File: src/rtl/ipc_pkg.sv
package ipc_pkg;
  typedef enum logic [1:0] {
    OP_SET_CPPR = 2'd0,
    OP_SET_IPI  = 2'd1,
    OP_ACCEPT   = 2'd2,
    OP_EOI      = 2'd3
  } ipc_op_e;
endpackage

File: src/rtl/ipc_offer_judge.sv
// Decides whether an offered source may take the single pending slot.
module ipc_offer_judge #(
  parameter int PRIO_W = 8,
  parameter int SRC_W  = 24
) (
  input  logic [PRIO_W-1:0] cur_prio,
  input  logic [SRC_W-1:0]  held_src,
  input  logic [PRIO_W-1:0] held_prio,
  input  logic [PRIO_W-1:0] new_prio,
  output logic              take,
  output logic              displace
);
  logic occupied;
  logic too_weak;
  logic blocked;

  always_comb begin
    occupied = (held_src != '0);
    too_weak = (new_prio >= cur_prio);
    blocked  = occupied && (held_prio <= new_prio);
    take     = !too_weak && !blocked;
    displace = take && occupied;
  end
endmodule

File: src/rtl/ipc_ipi_check.sv
// Software-interrupt check: may replace the pending slot with the IPI source.
module ipc_ipi_check #(
  parameter int PRIO_W  = 8,
  parameter int SRC_W   = 24,
  parameter int IPI_SRC = 2
) (
  input  logic              enable,
  input  logic [SRC_W-1:0]  held_src,
  input  logic [PRIO_W-1:0] held_prio,
  input  logic [PRIO_W-1:0] ipi_prio,
  output logic              load,
  output logic              evict,
  output logic [SRC_W-1:0]  next_src,
  output logic [PRIO_W-1:0] next_prio
);
  localparam logic [SRC_W-1:0] IPI_NUM = SRC_W'(IPI_SRC);

  logic occupied;
  logic keep_held;

  always_comb begin
    occupied  = (held_src != '0);
    keep_held = occupied && (held_prio <= ipi_prio);
    load      = enable && !keep_held;
    evict     = load && occupied;
    next_src  = load ? IPI_NUM  : held_src;
    next_prio = load ? ipi_prio : held_prio;
  end
endmodule

File: src/rtl/ipc_notify.sv
// Registers the notification requests into single-cycle pulses.
module ipc_notify #(
  parameter int SRC_W = 24
) (
  input  logic             clk,
  input  logic             rst_n,
  input  logic             req_reject,
  input  logic [SRC_W-1:0] req_reject_src,
  input  logic             req_eoi,
  input  logic [SRC_W-1:0] req_eoi_src,
  input  logic             req_resend,
  output logic             ntf_reject,
  output logic             ntf_eoi,
  output logic             ntf_resend,
  output logic [SRC_W-1:0] ntf_src
);
  always_ff @(posedge clk) begin
    if (!rst_n) begin
      ntf_reject <= 1'b0;
      ntf_eoi    <= 1'b0;
      ntf_resend <= 1'b0;
      ntf_src    <= '0;
    end else begin
      ntf_reject <= req_reject;
      ntf_eoi    <= req_eoi;
      ntf_resend <= req_resend;
      if (req_reject) begin
        ntf_src <= req_reject_src;
      end else if (req_eoi) begin
        ntf_src <= req_eoi_src;
      end else begin
        ntf_src <= '0;
      end
    end
  end

  // reject and EOI share the source bus and never coincide
  assert_shared_bus_R12: assert property (@(posedge clk) disable iff (!rst_n)
    !(ntf_reject && ntf_eoi));

  // a pulse follows its request by exactly one cycle
  assert_pulse_timing_R12: assert property (@(posedge clk) disable iff (!rst_n)
    req_resend |=> ntf_resend);
endmodule

File: src/rtl/intr_present_ctrl.sv
module intr_present_ctrl #(
  parameter int PRIO_W  = 8,
  parameter int SRC_W   = 24,
  parameter int IPI_SRC = 2
) (
  input  logic                      clk,
  input  logic                      rst_n,
  input  logic                      offer_valid,
  output logic                      offer_ready,
  input  logic [SRC_W-1:0]          offer_src,
  input  logic [PRIO_W-1:0]         offer_prio,
  output logic                      offer_resp_valid,
  output logic                      offer_resp_taken,
  input  logic                      cmd_valid,
  input  logic [1:0]                cmd_op,
  input  logic [PRIO_W+SRC_W-1:0]   cmd_data,
  output logic                      rsp_valid,
  output logic [PRIO_W+SRC_W-1:0]   rsp_word,
  output logic                      ntf_reject,
  output logic                      ntf_eoi,
  output logic                      ntf_resend,
  output logic [SRC_W-1:0]          ntf_src,
  output logic                      irq_out
);
  import ipc_pkg::*;

  localparam int WORD_W = PRIO_W + SRC_W;
  localparam logic [PRIO_W-1:0] PRIO_MASKED = '1;
  localparam logic [SRC_W-1:0]  IPI_NUM     = SRC_W'(IPI_SRC);

  // state
  logic [PRIO_W-1:0] cur_q, pend_q, ipi_q;
  logic [SRC_W-1:0]  src_q;
  logic              line_q;

  // next state
  logic [PRIO_W-1:0] cur_d, pend_d, ipi_d;
  logic [SRC_W-1:0]  src_d;
  logic              line_d;

  ipc_op_e           op;
  logic [PRIO_W-1:0] val_lo;
  logic [PRIO_W-1:0] val_hi;
  logic [SRC_W-1:0]  val_src;

  logic              take_ofr, displace_ofr;
  logic              ipi_en;
  logic [PRIO_W-1:0] ipi_prio_in;
  logic              ipi_load, ipi_evict;
  logic [SRC_W-1:0]  ipi_src_nx;
  logic [PRIO_W-1:0] ipi_prio_nx;

  logic              rej_req, eoi_req, resend_req;
  logic [SRC_W-1:0]  rej_src, eoi_src;
  logic              resp_v_d, resp_t_d, rsp_v_d;
  logic [WORD_W-1:0] rsp_w_d;

  assign op          = ipc_op_e'(cmd_op);
  assign val_lo      = cmd_data[PRIO_W-1:0];
  assign val_hi      = cmd_data[WORD_W-1 -: PRIO_W];
  assign val_src     = cmd_data[SRC_W-1:0];
  assign offer_ready = !cmd_valid;
  assign irq_out     = line_q;

  ipc_offer_judge #(.PRIO_W(PRIO_W), .SRC_W(SRC_W)) u_judge (
    .cur_prio  (cur_q),
    .held_src  (src_q),
    .held_prio (pend_q),
    .new_prio  (offer_prio),
    .take      (take_ofr),
    .displace  (displace_ofr)
  );

  // which command runs the IPI check, and against which priorities
  always_comb begin
    ipi_en      = 1'b0;
    ipi_prio_in = ipi_q;
    if (cmd_valid) begin
      unique case (op)
        OP_SET_IPI: begin
          ipi_prio_in = val_lo;
          ipi_en      = (val_lo < cur_q);
        end
        OP_SET_CPPR: ipi_en = (val_lo >= cur_q) && (src_q == '0) && (ipi_q < val_lo);
        OP_EOI:      ipi_en = (src_q == '0) && (ipi_q < val_hi);
        default:     ipi_en = 1'b0;
      endcase
    end
  end

  ipc_ipi_check #(.PRIO_W(PRIO_W), .SRC_W(SRC_W), .IPI_SRC(IPI_SRC)) u_ipi (
    .enable    (ipi_en),
    .held_src  (src_q),
    .held_prio (pend_q),
    .ipi_prio  (ipi_prio_in),
    .load      (ipi_load),
    .evict     (ipi_evict),
    .next_src  (ipi_src_nx),
    .next_prio (ipi_prio_nx)
  );

  always_comb begin
    cur_d      = cur_q;
    pend_d     = pend_q;
    ipi_d      = ipi_q;
    src_d      = src_q;
    line_d     = line_q;
    rej_req    = 1'b0;
    rej_src    = '0;
    eoi_req    = 1'b0;
    eoi_src    = '0;
    resend_req = 1'b0;
    resp_v_d   = 1'b0;
    resp_t_d   = 1'b0;
    rsp_v_d    = 1'b0;
    rsp_w_d    = '0;

    if (cmd_valid) begin
      unique case (op)
        OP_SET_CPPR: begin
          cur_d = val_lo;
          if (val_lo < cur_q) begin
            if ((src_q != '0) && (val_lo <= pend_q)) begin
              src_d   = '0;
              pend_d  = PRIO_MASKED;
              line_d  = 1'b0;
              rej_req = 1'b1;
              rej_src = src_q;
            end
          end else if (src_q == '0) begin
            resend_req = 1'b1;
          end
        end
        OP_SET_IPI: begin
          ipi_d = val_lo;
        end
        OP_ACCEPT: begin
          rsp_v_d = 1'b1;
          rsp_w_d = {cur_q, src_q};
          cur_d   = pend_q;
          src_d   = '0;
          pend_d  = PRIO_MASKED;
          line_d  = 1'b0;
        end
        OP_EOI: begin
          cur_d   = val_hi;
          eoi_req = 1'b1;
          eoi_src = val_src;
          if (src_q == '0) begin
            resend_req = 1'b1;
          end
        end
        default: ;
      endcase
      if (ipi_load) begin
        src_d  = ipi_src_nx;
        pend_d = ipi_prio_nx;
        line_d = 1'b1;
      end
      if (ipi_evict) begin
        rej_req = 1'b1;
        rej_src = src_q;
      end
    end else if (offer_valid) begin
      resp_v_d = 1'b1;
      resp_t_d = take_ofr;
      if (take_ofr) begin
        src_d  = offer_src;
        pend_d = offer_prio;
        line_d = 1'b1;
      end
      if (displace_ofr) begin
        rej_req = 1'b1;
        rej_src = src_q;
      end
    end
  end

  always_ff @(posedge clk) begin
    if (!rst_n) begin
      cur_q            <= '0;
      src_q            <= '0;
      pend_q           <= PRIO_MASKED;
      ipi_q            <= PRIO_MASKED;
      line_q           <= 1'b0;
      offer_resp_valid <= 1'b0;
      offer_resp_taken <= 1'b0;
      rsp_valid        <= 1'b0;
      rsp_word         <= '0;
    end else begin
      cur_q            <= cur_d;
      src_q            <= src_d;
      pend_q           <= pend_d;
      ipi_q            <= ipi_d;
      line_q           <= line_d;
      offer_resp_valid <= resp_v_d;
      offer_resp_taken <= resp_t_d;
      rsp_valid        <= rsp_v_d;
      rsp_word         <= rsp_w_d;
    end
  end

  ipc_notify #(.SRC_W(SRC_W)) u_notify (
    .clk            (clk),
    .rst_n          (rst_n),
    .req_reject     (rej_req),
    .req_reject_src (rej_src),
    .req_eoi        (eoi_req),
    .req_eoi_src    (eoi_src),
    .req_resend     (resend_req),
    .ntf_reject     (ntf_reject),
    .ntf_eoi        (ntf_eoi),
    .ntf_resend     (ntf_resend),
    .ntf_src        (ntf_src)
  );

  // line level follows the pending source field
  assert_line_tracks_R11: assert property (@(posedge clk) disable iff (!rst_n)
    irq_out == (src_q != '0));

  // accept yields a result next cycle with the line dropped
  assert_accept_result_R4: assert property (@(posedge clk) disable iff (!rst_n)
    (cmd_valid && cmd_op == 2'd2) |=> (rsp_valid && !irq_out && src_q == '0));

  // an offer no better than the current priority is refused
  assert_offer_refused_R2: assert property (@(posedge clk) disable iff (!rst_n)
    (offer_valid && offer_ready && offer_prio >= cur_q)
      |=> (offer_resp_valid && !offer_resp_taken));

  // an offer seen next to a command gets no response
  assert_offer_stalled_R10: assert property (@(posedge clk) disable iff (!rst_n)
    cmd_valid |=> !offer_resp_valid);

  // IPI raised on empty slot when favoured over current priority
  assert_ipi_load_R8: assert property (@(posedge clk) disable iff (!rst_n)
    (cmd_valid && cmd_op == 2'd1 && cmd_data[PRIO_W-1:0] < cur_q && src_q == '0)
      |=> (irq_out && src_q == IPI_NUM));
endmodule

File: config.mk
export PLATFORM = sky130hd
export DESIGN_NAME = intr_present_ctrl
export DESIGN_NICKNAME = d
export VERILOG_FILES = /design/src/rtl/ipc_pkg.sv /design/src/rtl/ipc_offer_judge.sv /design/src/rtl/ipc_ipi_check.sv /design/src/rtl/ipc_notify.sv /design/src/rtl/intr_present_ctrl.sv
export SDC_FILE = /design/constraint.sdc
export NUM_CORES = 1
export LEC_CHECK = 0
export CELL_PAD_IN_SITES_DETAIL_PLACEMENT = 1
export CELL_PAD_IN_SITES_GLOBAL_PLACEMENT = 2
export CORE_MARGIN = 2
export CORE_UTILIZATION = 40
export CTS_CLUSTER_SIZE = 20
export DETAILED_ROUTE_END_ITERATION = 12
export DONT_BUFFER_PORTS = 1
export PLACE_DENSITY_LB_ADDON = 0.1
export SLEW_MARGIN = 20
export SYNTH_ARGS = -nofsm -noshare
export SYNTH_HDL_FRONTEND = slang
export SYNTH_HIERARCHICAL = 1
export SYNTH_SLANG_ARGS = --single-unit
File: constraint.sdc
create_clock -name clk -period 11.2 [get_ports clk]
set_clock_uncertainty 0.05 [all_clocks]
set_input_delay 1.68 -clock clk [delete_from_list [all_inputs] [get_ports clk]]
set_output_delay 1.68 -clock clk [all_outputs]
set_load 0.02 [all_outputs]
# Yosys cells after proc, flatten, opt, wreduce, memory -nomap -nowiden
# Index checks and enable logic that the tools add are counted.
# word_totals
ff_bits	111
in_bits	70
out_inout_bits	64
elab_cells	106
# op_classes
n_lt_le_gt_ge	8
eq_ne	6
mux	51
bitwise	2
reduce_logical	26
# ops
operator	count
24-bit 2-to-1 mux	17
8-bit 2-to-1 mux	8
24-bit one-hot mux with 2 select lines	1
8-bit <= comparator	3
24-bit logical NOT	1
8-bit less-than comparator	3
8-bit one-hot mux with 3 select lines	1
24-bit nonzero test	1
1-bit 2-to-1 mux	20
8-bit greater-or-equal comparator	2
8-bit one-hot mux with 2 select lines	1
1-bit logical AND	10
4-bit inequality test (second input constant)	2
5-bit AND reduction	1
2-bit == test (second input constant)	2
1-bit logical NOT	4
4-bit by 1-bit inequality test with 1-bit output (second input constant)	1
1-bit one-hot mux with 2 select lines	2
2-bit AND reduction	2
2-bit nonzero test	2
1-bit one-hot mux with 3 select lines	1
3-bit AND reduction	1
3-bit nonzero test	1
3-bit OR reduction	1
4 further kinds	5

# Longest topological paths before layout
# Gate-level depths: netlist (run 1).
# depth
ltp_word	11
ltp_mapped	20
ltp_nobuf	16

# By module
# The synthesis (run 1) kept the hierarchy.
# by_module_without_submodules
module	n_inst	cells_per_inst	area_each_um2	seq_area_each_um2
intr_present_ctrl	1	529	4634.4	1681.6
ipc_notify	1	113	1059.8	540.5
ipc_ipi_check	1	77	580.6	0.0
ipc_offer_judge	1	62	459.2	0.0

# Worst setup path before layout (run 1)
# Ideal clock, no wire load.
# synth_timing
kind	input to register
start	in cmd_op[1]
end	reg pend_q[2]
setup_ns	0.121
t_arrival_ns	5.087
required_ns	11.029
slack_ns	5.942
path_stages	19
path_buffers	3
path_cell_list	inv_1 ha_1 nand2_1 clkbuf_1 nand2_1 o21ai_0 inv_1 ha_1 nor2b_1 o211ai_2 a21oi_1 a221oi_4 clkbuf_2 inv_1 nand2b_1 or2_2 o221ai_4 buf_6 mux2_4
# synth_via
elab_chain_len	9
elab_cells_between_ends	19
cone_classes	order compare: 1; eq/ne: 6; mux: 7; reduce/logical: 5
# synth_lines
element	line_no	text
start: declaration	intr_present_ctrl.sv:15	input logic [1:0] cmd_op,
2-bit by 1-bit == test with 1-bit output	intr_present_ctrl.sv:79	unique case (op)
8-bit 2-to-1 mux (2 in a row)	-	
8-bit <= comparator	ipc_ipi_check.sv:23	keep_held = occupied && (held_prio <= ipi_prio);
1-bit logical AND	ipc_ipi_check.sv:23	
1-bit logical NOT	ipc_ipi_check.sv:24	load = enable && !keep_held;
1-bit logical AND *	ipc_ipi_check.sv:24	
via ipi_load	intr_present_ctrl.sv:49	logic ipi_load, ipi_evict;
4-bit by 1-bit inequality test with 1-bit output (no line), or another cell as far along	-	
5-bit AND reduction (no line) / 8-bit 2-to-1 mux (equally long branches)	-	
end signal: assignment	intr_present_ctrl.sv:193	pend_q <= pend_d;
end: declaration	intr_present_ctrl.sv:32	logic [PRIO_W-1:0] cur_q, pend_q, ipi_q;
# The timed path passes the listed nets; every way through them passes the cells marked *.
# A chain may end at the register's enable or synchronous reset.

# Worst setup path in the final report (run 1)
# layout_timing
start	in cmd_op[1]
end	reg src_q[22]
# layout_via
elab_chain_len	9
elab_cells_between_ends	19
cone_classes	order compare: 1; eq/ne: 6; mux: 7; reduce/logical: 5
# layout_lines
element	line_no	text
2-bit by 1-bit == test with 1-bit output	intr_present_ctrl.sv:79	
8-bit 2-to-1 mux (2 in a row)	-	
8-bit <= comparator	ipc_ipi_check.sv:23	
1-bit logical AND	ipc_ipi_check.sv:23	
1-bit logical NOT	ipc_ipi_check.sv:24	
1-bit logical AND *	ipc_ipi_check.sv:24	
via ipi_load	intr_present_ctrl.sv:49	
4-bit by 1-bit inequality test with 1-bit output (no line), or another cell as far along	-	
5-bit AND reduction (no line) / 24-bit 2-to-1 mux (equally long branches)	-	
end signal: assignment	intr_present_ctrl.sv:192	src_q <= src_d;
end: declaration	intr_present_ctrl.sv:33	logic [SRC_W-1:0] src_q;
# Marked as above.

==> flow_metrics.tcl, run 1 <==
set metrics [dict create \
    outcome "finished, final reports clean" \
    total_leakage_power_uw 0.00314 \
    gp_congestion 0.889 \
    worst-r2r-setup-slack_ns 6.80 \
    grt_setup_unrepaired "false" \
    slew_violations 0 \
    synthArstFlopShare_pct 0 \
    path_delay_family "compound AO/OA/AOI/OAI gates" \
    cp.required_ns 11.43 \
    synth_seq_cells 111 \
    yosys.area.top_type "dfxtp_1" \
    area_growth_pct 6.37 \
    ys_types 54 \
    synth_edf_count 0 \
    swShare_pct 29.1 \
    clockRootBuffer "clkbuf_16" \
    yosys-top-cells-count "nand2_1 (113), dfxtp_1 (111), and2_1 (62)" \
    totalPowerFinal_uw 994 \
    fin_setup_tns_ns 0 \
    ys.flop_type "dfxtp_1" \
    synth_area_leaders "dfxtp_1 (33%), ha_1 (11%), nand2_1 (6.3%)" \
    grt_pass1_vias 5785 \
    via_per_inst 5.73 \
    pwr-share-seq_pct 43.6 \
    combPwrFrac_pct 17.2 \
    fin_nets 878 \
    slew_headroom_pct 32.8 \
    grt_antenna_before_repair 0 \
    yosysMostFrequentCell "nand2_1" \
    clkLatencyLatePin_ns 0.36 \
    drive_gt1_share_pct 10.9 \
    r2r-start "cur_q[7]" \
    p_clk_share_pct 39.1 \
    path_class "input port to flip-flop" \
    cpMostUsedCell "inv_1" \
    clk_path_buf_depth 2 \
    cts_tree "yes" \
    yosysSeqAreaShare_pct 33.0 \
    io_pins 134 \
    slowest_delay_ns 0.61 \
    tightest_slew_ns 1.01 \
    wl_um 21500 \
    fp.dieW_um 134 \
    crit_cells 16 \
    drt_first_iter_violations 309 \
    startpoint_type "input port" \
    r2r_end "src_q[23]" \
    post-cts-setup-buffer-count 0 \
    worstPathArrival_ns 5.95 \
    rr_worst_depth 15 \
    finalCritPeriodShare_pct 51.1 \
    setup_viol 0 \
    vias 5587 \
    critical_path.endpoint "src_q[22]" \
    core_area_um2 16500 \
    fmax_mhz 175 \
    cp_num_buf_inv 4 \
    gr-total-overflow 0 \
    maxCapViolations 0 \
    crit_path_start "cmd_op[1]" \
    grt_max_degree 120 \
    die_area_um2 17900 \
    path_cells "inv_1, ha_1, nand2_1, o21ai_0, inv_1, ha_1, nand4_1, o21ai_0, nor2b_1, a221oi_4, inv_1, nand2b_1, or2_2, o221ai_4, buf_4, mux2i_1" \
    critPathCaptureType "flip-flop" \
    clkTransAtPathRegs_ns 0.08 \
    period_needed_ns 5.72 \
    cp_max_fo 24 \
    initial_core_util_pct 40.8 \
    cts_resized 0 \
    synth_warnings 6 \
    vdd_drop_max_mv 0.0842 \
    worstHoldPathType "flip-flop to flip-flop" \
    cts.sinks 111 \
    min_from "cur_q[6]" \
    cts-htree-levels 3 \
    final_antenna_net_count 0 \
    hpwl_um 15900 \
    synth.avg_cell_area_um2 8.62 \
    grt.total_usage_pct 23.9 \
    diodes 0 \
    port_buffers 0 \
    hold_viol 0 \
    syn_nets 909 \
    firstDrtPassIters 5 \
    grt_pass1_wl_um 32800 \
    drc 0 \
    syn_inst 781 \
    detail_route.wl_per_cell_um 22.0 \
    crit_slowest_cell "o21ai_0" \
    rows 47 \
    synthDominantCellAreaShare_pct 33.0 \
    cts_buffers 9 \
    final_core_util_pct 43.3 \
    power_density_nw_per_um2 139 \
    power_switching_uw 289 \
    syn-cell-area_um2 6730 \
    p_int_uw 705 \
    die_y_um 134 \
    ctsHoldBuffers 0 \
]
## area by class of cell
type / count / area, um^2
clock buffer: 9 / 225
clock inverter: 7 / 135
fill: 1930 / 9360
inverter: 61 / 229
multi-input combinational: 560 / 4020
sequential: 111 / 2220
tap: 220 / 275
timing repair buffer: 7 / 52.6
## routing by layer
metal | GRT usage [%] | part of all wire [%]
met5 | 0 | 0
met4 | 9.28 | 2.9
met3 | 3.23 | 4.1
met2 | 44.7 | 53
met1 | 27.3 | 40
## worst min-delay path by stage
stage                   endpoint  slack [ns]  cells past startpoint
detailed placement  rsp_word[28]        0.47                      1
global route        rsp_word[30]        0.49                      1
global placement    rsp_word[30]        0.47                      1
CTS                 rsp_word[28]        0.48                      1
finish              rsp_word[30]        0.47                      1
floorplan           rsp_word[25]        0.40                      1
## stage by stage
stage | hold slack [ns] | area (um^2) | std cells | worst slack [ns]
2_1_floorplan | 0.403 | 6730 | 781 | 5.94
5_1_grt | 0.489 | 7160 | 975 | 5.09
3_3_place_gp | 0.471 | 6800 | 959 | 5.33
4_1_cts | 0.481 | 7160 | 975 | 5.47
3_5_place_dp | 0.470 | 6800 | 959 | 5.12
6_report | 0.472 | 7160 | 975 | 5.48
## kinds of logic (layout without fill, tap and decap cells)
| family | Yosys count | in the layout | synth area share (%) |
|---|---|---|---|
| flops | 111 | 111 | 33.0 |
| simple gates | 325 | 325 | 26.0 |
| fa+ha+maj | 58 | 58 | 10.8 |
| buf+inv | 110 | 84 | 7.30 |
| compound gates | 137 | 137 | 16.0 |
| mux | 40 | 40 | 6.86 |
## registers in the layout (all words and copies together), names as in the netlist
register,cells
ipi_q,8
rsp_valid,1
u_notify/ntf_src,24
pend_q,8
rsp_word,32
irq_out,1
offer_resp_taken,1
src_q,24
u_notify/ntf_eoi,1
u_notify/ntf_resend,1
u_notify/ntf_reject,1
offer_resp_valid,1
cur_q,8
## layout by cell type (no fill, tap or decap), drive strengths merged, types with 15 or more instances in the layout
| cell | instances |
|---|---|
| a21oi | 23 |
| a221oi | 16 |
| a22o | 24 |
| and2 | 62 |
| and3 | 27 |
| dfxtp | 111 |
| ha | 58 |
| inv | 64 |
| mux2 | 16 |
| mux2i | 24 |
| nand2 | 113 |
| nand3 | 24 |
| nand4 | 15 |
| nor3b | 25 |
| nor4 | 18 |
| o21ai | 39 |
## power groups by stage
stage | sequential (uW) | clock, uW | combinational, uW
2_1_floorplan | 430 | 0 | 145
3_3_place_gp | 443 | 0 | 162
3_5_place_dp | 444 | 0 | 171
4_1_cts | 434 | 399 | 172
5_1_grt | 436 | 411 | 193
6_report | 434 | 389 | 171
Power figures use the tool's default switching activity.
==> run 2, diff against run 1 <==
--- a/config.mk
+++ b/config.mk
@@ -8,7 +8,7 @@
 export CELL_PAD_IN_SITES_DETAIL_PLACEMENT = 1
 export CELL_PAD_IN_SITES_GLOBAL_PLACEMENT = 2
 export CORE_MARGIN = 2
-export CORE_UTILIZATION = 40
+export CORE_UTILIZATION = 38
 export CTS_CLUSTER_SIZE = 20
 export DETAILED_ROUTE_END_ITERATION = 12
 export DONT_BUFFER_PORTS = 1
==> constraint.sdc (replaced) <==
create_clock -name clk -period 5.9 [get_ports clk]
set_clock_uncertainty 0.05 [all_clocks]
set_input_delay 0.885 -clock clk [delete_from_list [all_inputs] [get_ports clk]]
set_output_delay 0.885 -clock clk [all_outputs]
set_load 0.02 [all_outputs]
==> flow_metrics.tcl, run 2 (same netlist as run 1, synthesis figures left out) <==
set metrics [dict create \
    outcome "finished, final reports clean" \
    maxCapViolations 0 \
    total_leakage_power_uw 0.00312 \
    slew_headroom_pct 28.5 \
    drt_first_iter_violations 270 \
    use_met1_pct 25.9 \
    slew_violations 0 \
    vias 5530 \
    drc 0 \
    gr-total-overflow 0 \
    via_per_inst 5.64 \
    tightest_slew_ns 1.07 \
    dpl_cell_area_um2 6820 \
    initial_core_util_pct 38.9 \
    grtUsageMet2_pct 43.0 \
    cpMostUsedCell "inv_1" \
    hpwl_um 16100 \
    core_area_um2 17300 \
    cp_num_buf_inv 4 \
    cts_tree "yes" \
    cts-htree-levels 3 \
    fp.dieW_um 137 \
    die_area_um2 18800 \
    io_pins 134 \
    grt_util_met3_pct 3.70 \
    cts_buffers 9 \
    cp_max_fo 24 \
    diodes 0 \
    path_delay_family "compound AO/OA/AOI/OAI gates" \
    detail_route.wl_per_cell_um 21.9 \
    cp.required_ns 6.14 \
    cts.sinks 111 \
    crit_slowest_cell "o21ai_0" \
    fin_cells 981 \
    grt_max_degree 120 \
    clkTransAtPathRegs_ns 0.09 \
    clk_path_buf_depth 2 \
    path_class "input port to flip-flop" \
    fin_setup_tns_ns 0 \
    fin_nets 879 \
    period_needed_ns 4.89 \
    largest-register "rsp_word" \
    ctsHoldBuffers 0 \
    dp.cells 965 \
    grt_pass1_wl_um 32700 \
    firstDrtPassIters 4 \
    port_buffers 0 \
    wl_um 21500 \
    reg_top3 "rsp_word (32), src_q (24), u_notify/ntf_src (24)" \
    final_antenna_net_count 0 \
    worst-r2r-setup-slack_ns 1.45 \
    crit_path_start "cmd_op[1]" \
    fmax_mhz 204 \
    worstHoldPathType "flip-flop to flip-flop" \
    grt_antenna_before_repair 0 \
    clkLatencyLatePin_ns 0.37 \
    setup_viol 0 \
    post-route-cell-area_um2 7130 \
    totalPowerFinal_uw 1790 \
    critPathCaptureType "flip-flop" \
    die_y_um 137 \
    grt_setup_unrepaired "false" \
    layout_common_cells "nand2_1 (113), dfxtp_1 (111), and2_1 (62), inv_1 (61), ha_1 (58)" \
    power_density_nw_per_um2 252 \
    r2r-start "cur_q[7]" \
    grt.total_usage_pct 23.1 \
    grt_busiest_layer "met2" \
    hold_viol 0 \
    finalCritPeriodShare_pct 83.0 \
    worstPathArrival_ns 5.13 \
    gp_congestion 0.840 \
    min_from "cur_q[5]" \
    largest_register_ffs 32 \
    post-cts-setup-buffer-count 0 \
    startpoint_type "input port" \
    grt_pass1_vias 5889 \
    rows 48 \
    cts_resized 0 \
    final_common_cell "nand2_1" \
    path_cells "inv_1, ha_1, nand2_1, o21ai_0, inv_1, ha_1, nand4_1, o21ai_0, nor2b_1, a221oi_4, inv_1, nand2b_1, or2_2, o221ai_4, buf_4, mux2i_1" \
    vdd_drop_max_mv 0.179 \
    clockRootBuffer "clkbuf_16" \
    area_growth_pct 5.85 \
    slowest_delay_ns 0.58 \
    drive_gt1_share_pct 11.0 \
]
run 2: changes by cell type in the layout (fill, tap and decap cells not counted), sizes merged:
cell,delta
buf,+1
clkinv,+3
bufinv,-3
run 2: report_power, final:
group / internal, uW / switching [uW] / total [uW]
Combinational: 140 / 186 / 326
Clock: 305 / 341 / 647
Sequential: 774 / 48.0 / 822
Total: 1220 / 576 / 1790
run 2: final timing paths:
| check | end | cells past startpoint |
|---|---|---|
| min | rsp_word[29] | 1 |
| max | src_q[1] | 16 |
| min reg2reg | rsp_word[29] | 1 |
| max reg2reg | src_q[1] | 16 |
run 2: final cells by class:
class                      count  area (um^2)
timing repair buffer           8         60.1
clock buffer                   9          225
clock inverter                 7         86.3
inverter                      61          229
fill                        2044        10200
multi-input combinational    560         4020
tap                          225          282
sequential                   111         2220
run 2: stage by stage:
step	utilization, %	hold WS (ns)	setup WS (ns)
6_report	41.2	0.468	1.01
5_1_grt	41.2	0.484	0.603
4_1_cts	41.2	0.476	0.988
3_5_place_dp	39.4	0.461	0.655
3_3_place_gp	39.4	0.468	0.890
2_1_floorplan	-	0.403	1.44
run 2: per-layer routing:
layer	vias up	wire [um]
met4	0	692
met3	40	932
met2	130	11500
met1	2694	8390
met5	-	0
li1	2666	-
run 2: worst register-to-register path, stage by stage (launching register included):
cell and delay (ns):
dfxtp_1 0.47, inv_1 0.10, ha_1 0.32, a21oi_1 0.14, o21ai_0 0.21, nor2_2 0.43, a21oi_1 0.14, a311oi_1 0.55
o21ai_0 0.28, nor2b_1 0.29, a221oi_4 0.06, inv_1 0.14, nand2b_1 0.21, or2_2 0.17, o221ai_4 0.22, buf_4 0.35
mux2i_1 0.19
